File: src/rtl/hio_seq.sv
module hio_seq #(
  parameter int AW = 16,
  parameter int DW = 8,
  parameter logic [7:0] PAGE = 8'hFF
) (
  input  logic          clk,
  input  logic          rst_n,
  input  logic          op_valid,
  input  logic [7:0]    op_code,
  input  logic [DW-1:0] acc_in,
  input  logic [DW-1:0] c_in,
  input  logic [AW-1:0] pc_in,
  output logic [AW-1:0] mem_addr,
  output logic          mem_rd,
  output logic          mem_wr,
  output logic [DW-1:0] mem_wdata,
  input  logic [DW-1:0] mem_rdata,
  input  logic          mem_ready,
  output logic          busy,
  output logic          done,
  output logic          acc_we,
  output logic [DW-1:0] acc_out,
  output logic [1:0]    mcycles,
  output logic [1:0]    pc_step
);

  localparam logic [1:0] S_IDLE = 2'd0, S_OPND = 2'd1, S_DATA = 2'd2;

  logic [1:0]    st;
  logic          ld_q, imm_q;
  logic [DW-1:0] off_q, acc_q;
  logic [AW-1:0] pc_q;

  // E0, F0, E2, F2: bit4 = load, bit1 = register source
  wire legal = (op_code & 8'hED) == 8'hE0;

  assign busy      = st != S_IDLE;
  assign mem_addr  = (st == S_OPND) ? pc_q : {PAGE, off_q};
  assign mem_rd    = (st == S_OPND) || (st == S_DATA && ld_q);
  assign mem_wr    = (st == S_DATA) && !ld_q;
  assign mem_wdata = acc_q;

  always_ff @(posedge clk) begin
    if (!rst_n) begin
      st      <= S_IDLE;
      ld_q    <= 1'b0;
      imm_q   <= 1'b0;
      off_q   <= '0;
      acc_q   <= '0;
      pc_q    <= '0;
      done    <= 1'b0;
      acc_we  <= 1'b0;
      acc_out <= '0;
      mcycles <= 2'd0;
      pc_step <= 2'd0;
    end else begin
      done   <= 1'b0;
      acc_we <= 1'b0;
      case (st)
        S_IDLE: if (op_valid && legal) begin
          ld_q  <= op_code[4];
          imm_q <= !op_code[1];
          off_q <= c_in;
          acc_q <= acc_in;
          pc_q  <= pc_in;
          st    <= op_code[1] ? S_DATA : S_OPND;
        end
        S_OPND: if (mem_ready) begin
          off_q <= mem_rdata;
          st    <= S_DATA;
        end
        S_DATA: if (mem_ready) begin
          done    <= 1'b1;
          acc_we  <= ld_q;
          if (ld_q) acc_out <= mem_rdata;
          mcycles <= imm_q ? 2'd3 : 2'd2;
          pc_step <= imm_q ? 2'd2 : 2'd1;
          st      <= S_IDLE;
        end
        default: st <= S_IDLE;
      endcase
    end
  end

  assert_high_page_R3: assert property (@(posedge clk) disable iff (!rst_n)
    done |-> $past(mem_addr[AW-1:AW-8]) == PAGE);
  assert_imm_len_R4: assert property (@(posedge clk) disable iff (!rst_n)
    (done && pc_step == 2'd2) |-> mcycles == 2'd3);
  assert_reg_len_R5: assert property (@(posedge clk) disable iff (!rst_n)
    (done && pc_step == 2'd1) |-> mcycles == 2'd2);
  assert_acc_we_R6: assert property (@(posedge clk) disable iff (!rst_n)
    acc_we |-> done);
  assert_done_pulse_R6: assert property (@(posedge clk) disable iff (!rst_n)
    done |=> !done);
  assert_one_dir_R7: assert property (@(posedge clk) disable iff (!rst_n)
    !(mem_rd && mem_wr));
  assert_ignore_R8: assert property (@(posedge clk) disable iff (!rst_n)
    (!busy && op_valid && !legal) |=> (!busy && !mem_rd && !mem_wr));
  assert_hold_R9: assert property (@(posedge clk) disable iff (!rst_n)
    ((mem_rd || mem_wr) && !mem_ready) |=>
      ($stable(mem_addr) && $stable(mem_rd) && $stable(mem_wr) && $stable(mem_wdata)));

endmodule

File: config.mk
export PLATFORM = sky130hd
export DESIGN_NAME = hio_seq
export DESIGN_NICKNAME = d
export VERILOG_FILES = /design/src/rtl/hio_seq.sv
export SDC_FILE = /design/constraint.sdc
export NUM_CORES = 1
export LEC_CHECK = 0
export CAP_MARGIN = 5
export CORE_MARGIN = 8
export CORE_UTILIZATION = 43
export DETAILED_ROUTE_END_ITERATION = 8
export PLACE_DENSITY = 0.9
export SLEW_MARGIN = 40
export SYNTH_ARGS = -nofsm -noshare
export SYNTH_HDL_FRONTEND = slang
export SYNTH_SLANG_ARGS = --single-unit
File: constraint.sdc
create_clock -name clk -period 2.1 [get_ports clk]
set_input_delay 0.315 -clock clk [delete_from_list [all_inputs] [get_ports clk]]
set_output_delay 0.315 -clock clk [all_outputs]
set_load 0.005 [all_outputs]
==> results of run 1 <==
==> worst min path at each step <==
stage / startpoint / end / slack [ns]
after CTS: mcycles[1] / mcycles[1] / 0.45
after detailed placement: mcycles[1] / mcycles[1] / 0.44
after global routing: pc_q[13] / pc_q[13] / 0.48
after floorplan: op_code[1] / imm_q / 0.41
final: mcycles[1] / mcycles[1] / 0.45
after global placement: mcycles[1] / mcycles[1] / 0.44
==> layer usage <==
layer  up-vias  track usage  share of wire
li1       1155            -              -
met3         8      0.05790          0.073
met2        86       0.3064           0.51
met4         0      0.04381          0.012
met5         -            0              0
met1      1104       0.2112           0.40
==> kinds of logic after synthesis <==
family | share of synthesized area
AND/OR/NAND/NOR | 0.1967
flip-flops | 0.4261
multiplexers | 0.07826
AO/OA/AOI/OAI | 0.2364
buffers and inverters | 0.06250
==> repair_timing <==
item | 4_1_cts | 5_1_grt
resized for setup | 1 | 6
hold endpoints to repair | 0 | 0
setup buffers | 2 | 0
setup endpoints to repair | 8 | 6
hold buffers | 0 | 0
==> worst max-delay path: cells and delay by family, from the launching register on <==
kind / cells / cell delay, ns
buffers and inverters: 2 / 0.60
DFF: 1 / 0.33
muxes: 1 / 0.33
and+or+nand+nor: 1 / 0.18
==> registers in the layout (all words and copies together), names as in the netlist <==
signal and count:
pc_step 1, mem_wdata 8, st 2, pc_q 16, mcycles 2, imm_q 1, acc_we 1, acc_out 8
ld_q 1, done 1, off_q 8
==> layout make-up <==
class                           count  area (um2)
Fill cell                         434        1679
Clock buffer                        7       86.33
Sequential cell                    49       982.2
Timing Repair Buffer              113        1099
Multi-Input combinational cell    178        1194
Tap cell                           70       87.58
Inverter                            3       12.51
==> power groups by stage <==
stage | sequential [mW] | combinational, mW | clock (mW)
CTS | 0.933 | 0.184 | 0.564
finish | 0.933 | 0.185 | 0.552
floorplan | 0.955 | 0.0496 | 0
detailed placement | 0.955 | 0.183 | 0
global placement | 0.955 | 0.180 | 0
global route | 0.934 | 0.199 | 0.600
==> metrics by stage <==
stage               cells  area, um2
finish                420       3461
detailed placement    411       3342
global placement      411       3342
CTS                   420       3448
floorplan             260       2302
global route          420       3461
==> Yosys cell counts, drive strengths merged <==
library cell / count / area share
dfxtp: 49 / 0.43
a21oi: 35 / 0.076
o31ai: 33 / 0.11
nand4: 26 / 0.071
clkbuf: 21 / 0.034
nand2: 17 / 0.028
buf: 9 / 0.023
mux2i: 9 / 0.039
and2: 8 / 0.022
mux2: 8 / 0.039
nand2b: 8 / 0.022
o311ai: 8 / 0.030
nor2: 5 / 0.011
nor2b: 4 / 0.011
a31oi: 3 / 0.0082
inv: 3 / 0.0049
nor3: 3 / 0.0087
nand3b: 2 / 0.0065
a2111oi: 1 / 0.0038
a211oi: 1 / 0.0033
a21o: 1 / 0.0033
and4: 1 / 0.0038
and4b: 1 / 0.0043
nand4b: 1 / 0.0038
o31a: 1 / 0.0038
or2: 1 / 0.0027
or3: 1 / 0.0027
==> results, run 1 <==
- For the final database, setup skew stands at 0.003015 ns.
- Power spread over the standard cell area amounts to 482.3 mW/mm2.
- The power consumption is around 1.7 mW.
- The library cells used most frequently in the layout, excluding fill and tap cells, are 89 x sky130_fd_sc_hd__clkdlybuf4s50_1, 48 x sky130_fd_sc_hd__dfxtp_1, 35 x sky130_fd_sc_hd__a21oi_1.
- Input and output buffers added on the ports amount to a little over 90.
- The HPWL after detailed placement is 5.252 mm.
- The number of max-cap violations is 0.
- In this run the critical register-to-register path is captured at off_q[5].
- The final max-slew violation count is 0.
- The critical path endpoint is mem_addr[0].
- The cell sitting at the root of the clock tree is a sky130_fd_sc_hd__clkbuf_8.
- The setup-violating endpoint count in the final report is 0.
- The startpoint of the worst setup timing path is st[0].
- The number of clock buffers added by TritonCTS is 5.
- The switching power of the nets is around 0.37 mW.
- The length of the first detailed-routing pass in iterations is 4.
- The die area is between 0.007 and 0.008 mm2.
- At the end of the flow, the number of nets in the layout was 402.
- The register-to-register setup slack is 0.41 ns.
- In this run, the number of DRC markers left after iteration 0 of detailed routing was 147.
- The detail-routed net length per standard cell is 16.81 um.
- The critical register-to-register path startpoint is st[1].
- The launching element type of the critical path is a register.
- For this run, the number of Yosys warnings is 0.
- In this run the tightest slew margin relative to its limit is 0.7038.
- The clock-pin slew reported for the worst setup and hold paths after clock tree synthesis is roughly 0.08 ns.
- At the placement stage, the worst setup path has a slack of 0.06981 ns.
- For this run, the share of the core covered by cells in the final layout is 0.6733.
- The share of total power dissipated in combinational logic is 0.111.
- The number of placement rows is 26.
- The final antenna diode count is 0.
- The cell count after synthesis came out at 260.
- Of the synthesized area, sequential elements account for 0.4261.
- The share of the cycle needed by the critical path after routing is 0.9742.
- The final routed wirelength across all metal layers is 7.060 mm.
- The number of vias in the routed layout is 2353.
- The data arrival time at the worst-slack endpoint is between 1.5 and 2 ns.
- The final hold slack is 0.4472 ns.
- For the worst-skew pair, the clock arrives at the later sink with an insertion delay of 0.29 ns.
- The synthesized area divided by synthesized cell count is 8.855 um2.
- The maximum clock path buffer count is 2.
- Counting every sink on the clock net gives just under 50.
- Counting instances, the worst hold path has a depth of 2.
- The initial core utilization is 0.4479.
- Summed over all cells, the static leakage comes to around 1.2 nW.
- The die is 89.17 um tall.
- The die boundary width is 89.17 um.
- The total internal power is approximately 1.3 mW.
- For this run, design rule violations remaining after detail routing come to 0.
- The TritonCTS clock tree is yes.
- The global placement routability congestion is ~0.74.
- At the pin with the least slew margin, the transition time is 0.4420 ns.
- After layout, the worst setup slack is between 0.05 and 0.06 ns.
- The worst setup path is captured at an output port.
- The run finished with clean final reports.
- Of the total power, registers draw 0.559.
- The final global-route overflow total is 0.
- Setup repair after global routing left no endpoint under its margin.
- Relative to the synthesized area, the layout overhead comes to 50.33%.
- The worst setup path category is reg -> out.
- The worst register-to-register path has a depth of 5.
- STA puts the critical path data required time at around 1.8 ns.
- Adding up every negative setup slack in the final design gives 0 ns.
- The proportion of total power due to net switching is 0.2195.
- Entering global routing, the biggest net connects 27 pins.
- The synthesis-stage register bit count is 49.
- In this run the worst path has a maximum fanout of 10.
- The slowest stage of the critical path belongs to the cell sky130_fd_sc_hd__clkdlybuf4s50_1.
- IR analysis of the VDD net gives a maximum drop of 295.5 uV.
- The average vias per placed instance is 5.602.
- When the netlist entered floorplanning its net count stood at 312.
- The overall fraction of global-route tracks in use is 0.1793.
- In this run the remaining antenna-violating nets after routing total 0.
- The global-route wire length before repair is 11.25 mm.
- The ratio of cells with drive above 1 in the final layout is 0.1200.
- During I/O placement, the number of pins put on the boundary was 93.
- The post-synth design cell area is 0.002302 mm2.
- The H-tree was split into 2 levels.
- The time the final worst path needs with I/O delays and setup is between 2 and 2.5 ns.
- The initial antenna violation count is 0.
- The library cell used most frequently in the layout, excluding fill and tap cells, is sky130_fd_sc_hd__clkdlybuf4s50_1.
- Timing would allow up to 0.4888 GHz.
- The distinct cell type count after synthesis is 33.
- The via count of the first global-routing pass is 2280.
- Traced cell by cell, the critical path runs through nor2b_4 -> buf_12 -> mux2_2 -> clkdlybuf4s50_1.
- The area of the core is 0.005140 mm2.
- The total count of hold-check failures in the final report came to 0.
- The share of total power dissipated in the clock network is 0.330.
- The largest stage delay on the critical path is 0.46 ns.
- The worst hold path belongs to the class reg -> reg.
(Power assumes the default switching activity.)
==> inputs of run 2 (changes only) <==
Settings changed: ABC_AREA from default to 1, CORE_UTILIZATION 43 to 44, PLACE_DENSITY 0.9 to 0.91.
==> results, run 2 <==
- The maximum clock path buffer count was 2 (unchanged).
- The clock-pin slew reported for the worst setup and hold paths after clock tree synthesis is 0.08 ns (about the same).
- The number of placed I/O pins came to 93 (unchanged).
- The final worst-path setup slack is 0.1009 ns (+0.04660 ns).
- The area of the core is 0.005140 mm2 (unchanged).
- The flow ran to the end, and the final reports show no timing, DRC or antenna violations.
- The worst setup path is launched from a register.
- The time the final worst path needs with I/O delays and setup is 1.999 ns (-0.04660 ns).
- Setup repair after global routing left no endpoint under its margin.
- The final global-route overflow total is 0 (unchanged).
- The initial core utilization is 0.4613 (+0.01339).
- The number of max-cap violations is 0 (unchanged).
- The final hold slack is 0.4603 ns (+0.01313 ns).
- The endpoint of the most critical register-to-register path is off_q[7].
- The maximum achievable frequency was 0.5002 GHz (+2.3%).
- The global placement routability congestion is 0.8075 (+9.2%).
- The worst slack at placement was 0.1865 ns (+0.1167 ns).
- The synthesized netlist net count is 384 (+23%).
- The critical path endpoint is mem_addr[2].
- The measured slew at the worst slew-check pin is 0.4567 ns (+0.01464 ns).
- Yosys attributes the largest share of cell area to sky130_fd_sc_hd__dfxtp_1 41%, sky130_fd_sc_hd__nand2_1 14%, sky130_fd_sc_hd__nor2_1 6.6%.
- The worst max-slew margin expressed relative to the limit was 0.6952 (-0.008536).
- The final max-slew violation count was 0 (unchanged).
- The startpoint identified for the worst register-to-register timing path is st[0].
- Yosys instantiated no cell more often than sky130_fd_sc_hd__nand2_1.
- The post-synth design cell area is 0.002371 mm2 (+3.0%).
- The post-cts hold buffer count is 0 (unchanged).
- The total negative setup slack is 0 ns (unchanged).
- The count of buffers from port buffering is 92 (unchanged).
- The die area is 0.007993 mm2 (+0.53%).
- The number of warnings reported in the yosys synthesis log is 0 (unchanged).
- The share of the cycle needed by the critical path after routing is 0.9520 (-0.02219).
- The dominant synthesized flop cell is sky130_fd_sc_hd__dfxtp_1.
- The residual DRC count is 0 (unchanged).
- The flip-flop count of the largest register, all copies and words added is 16 (unchanged).
- The busiest layer in global routing is met2.
- The count of buffers added by post-CTS timing repair for setup is 0 (-2).
- TritonCTS built the clock tree.
- The total count of hold-check failures in the final report was 0 (unchanged).
- The average vias per placed instance is 4.695 (-16%).
- STA classifies the critical path endpoint as an output port.
- The leakage power is 1.522 nW (+26%).
- The number of levels the H-tree was split into is 2 (unchanged).
- The top cell types in the final layout, fill and taps aside, are 91 x sky130_fd_sc_hd__nand2_1, 91 x sky130_fd_sc_hd__clkdlybuf4s50_1, 47 x sky130_fd_sc_hd__dfxtp_1.
- The global routing usage on met3 is 0.04779 (-0.01011).
- The end-of-flow core utilization is 0.6621 (-0.01120).
- The register-to-register setup slack is 0.66 ns (+0.25 ns).
- The leading area contributor after synthesis is sky130_fd_sc_hd__dfxtp_1.
- The met1 track demand over resource came to 0.1934 (-0.01771).
- The number of synthesized flops with an enable pin is 0 (unchanged).
- The critical path goes through inv_1 -> nor2_4 -> inv_6 -> o21ai_0 -> clkdlybuf4s50_1.
- The maximum resistive drop on vdd is 405.6 uV (+37%).
- The latest clock arrival within the worst-skew pair is 0.29 ns (about the same).
- The synthesis-stage register bit count came to 49 (unchanged).
- The startpoint of the worst setup timing path is st[0].
- The largest fanout on the critical path is 18 (+8).
- The number of instances in the synthesized netlist is 332 (+28%).
- The TritonCTS buffer count was 5 (unchanged).
- The number of nets with antenna violations after routing is 0 (unchanged).
- The number of nets in the final layout is 471 (+17%).
- The height of the die came to 89.41 um (+0.26%).
- The number of cells on the critical path is 5 (+1).
- The global-route wire length before repair is 10.49 mm (-6.7%).
- The number of vias in the routed layout was 2296 (-2.4%).
- The area growth from synthesis to layout is 43.54%.
- The global routing usage on met2 was 0.2848 (-0.02155).
- The final setup skew was 0.005608 ns (+0.002593 ns).
- The depth of the most critical reg-to-reg path is 7 (+2).
- The detail-routed net length per standard cell is 13.27 um (-21%).
- The final antenna diode count came to 0 (unchanged).
- The ratio of cells with drive above 1 in the final layout is 0.1026 (-0.01737).
- The number of placement rows came to 26 (unchanged).
- The via count of the first global-routing pass is 2276 (-0.18%).
- The cell family with the largest share of critical-path delay is buffers and inverters.
- The pin count of the biggest net entering global routing is 35 (+30%).
- The total number of clock tree sinks came to 49 (unchanged).
- The HPWL after detailed placement is 5.113 mm (-2.6%).
- The overall fraction of global-route tracks in use came to 0.1676 (-0.01174).
- The largest stage delay on the critical path is 0.53 ns (+0.07 ns).
- The setup-violating endpoint count in the final report came to 0 (unchanged).
- The data arrival time at the worst-slack endpoint is 1.68 ns (-0.05 ns).
- The length of the first detailed-routing pass in iterations came to 4 (unchanged).
- The area share of the largest cell type after synthesis is 0.4137 (-0.01237).
- The final routed wirelength across all metal layers is 6.491 mm (-8.1%).
- The min-delay analysis places its worst path in the category reg -> reg.
- The synthesized area divided by synthesized cell count was 7.142 um2 (-19%).
- The part of the Yosys area used for sequential elements is 0.4137 (-0.01237).
- The largest individual stage delay along the critical path comes from the cell sky130_fd_sc_hd__clkdlybuf4s50_1.
- The data required time of the worst path is 1.78 ns (about the same).
- The share of flip-flops with an asynchronous set or reset is 0 (unchanged).
- The critical path is of the reg -> out type.
- The initial antenna violation count is 0 (unchanged).
- The number of buffer and inverter instances along the worst setup path came to 3 (+1).
- Ranked by instance count, the synthesized netlist is headed by 91 x sky130_fd_sc_hd__nand2_1, 49 x sky130_fd_sc_hd__dfxtp_1, 42 x sky130_fd_sc_hd__nor2_1.
- The die boundary width is 89.41 um (+0.26%).
- The placed cell area came to 0.003303 mm2 (-1.2%).
- The distinct cell type count after synthesis is 26 (-21%).
- In this run the clock root is driven by a sky130_fd_sc_hd__clkbuf_8.
- The total power per unit cell area came to 486.6 mW/mm2 (+0.89%).
- The register ranked first by flip-flop count is pc_q.
- The final cell area excluding filler cells came to 0.003403 mm2 (-1.7%).
- The DRC marker count from the first detailed-route iteration was 107 (-27%).
==> run 2: changes by cell type after synthesis, moves of 9 or more <==
cell	before	now
sky130_fd_sc_hd__inv_1	2	38
sky130_fd_sc_hd__mux2i_1	9	0
sky130_fd_sc_hd__o31ai_1	33	0
sky130_fd_sc_hd__a21oi_1	35	25
sky130_fd_sc_hd__o21ai_0	0	14
sky130_fd_sc_hd__nand4_1	26	9
sky130_fd_sc_hd__nor2_1	4	42
sky130_fd_sc_hd__clkbuf_1	21	3
sky130_fd_sc_hd__nor2_2	0	11
sky130_fd_sc_hd__nand2_1	17	91
==> run 2: cell type report <==
class	instances	area, um2
Fill cell	482	1737
Multi-Input combinational cell	223	1086
Timing Repair Buffer	99	1001
Sequential cell	49	983.4
Inverter	41	158.9
Tap cell	70	87.58
Clock buffer	7	86.33
==> run 2: power by group <==
group / switching, mW / internal (mW) / leakage, nW
Combinational: 0.0660 / 0.106 / 1.08
Clock: 0.287 / 0.262 / 0.0443
Sequential: 0.00197 / 0.933 / 0.396
==> run 2: worst reg2reg max path: cells and delay by family, from the launching register on <==
family	cells	cell delay, ns
flops	1	0.38
buf+inv	2	0.31
simple gates	5	0.70
==> run 2: routing by layer <==
layer  part of all wire  vias up
li1                   -     1199
met5                  0        -
met1               0.42     1019
met4              0.019        0
met2               0.49       67
met3              0.079       11
==> run 2: kinds of logic after synthesis <==
group                  Yosys count  share of synthesized area
AND/OR/NAND/NOR                171                     0.3393
buffers and inverters           60                     0.1298
AO/OA/AOI/OAI                   52                     0.1172
flip-flops                      49                     0.4137
==> run 2: stage by stage <==
stage | power [mW] | cells
after floorplan | 1.014 | 332
after global placement | 1.125 | 482
after detailed placement | 1.130 | 482
after CTS | 1.677 | 489
after global routing | 1.729 | 489
final | 1.656 | 489
==> run 2: worst min path at each step <==
stage	from	end	slack, ns	cells after the start
after global placement	mcycles[1]	mcycles[1]	0.44	2
after CTS	imm_q	imm_q	0.46	2
after detailed placement	mcycles[1]	mcycles[1]	0.45	2
final	mcycles[1]	mcycles[1]	0.46	2
after floorplan	imm_q	imm_q	0.44	2
after global routing	mem_wdata[5]	mem_wdata[5]	0.48	2
==> run 2: repair_timing <==
action / 4_1_cts / 5_1_grt
resized for setup: 2 / 7
setup endpoints to repair: 4 / 15
hold endpoints to repair: 0 / 0
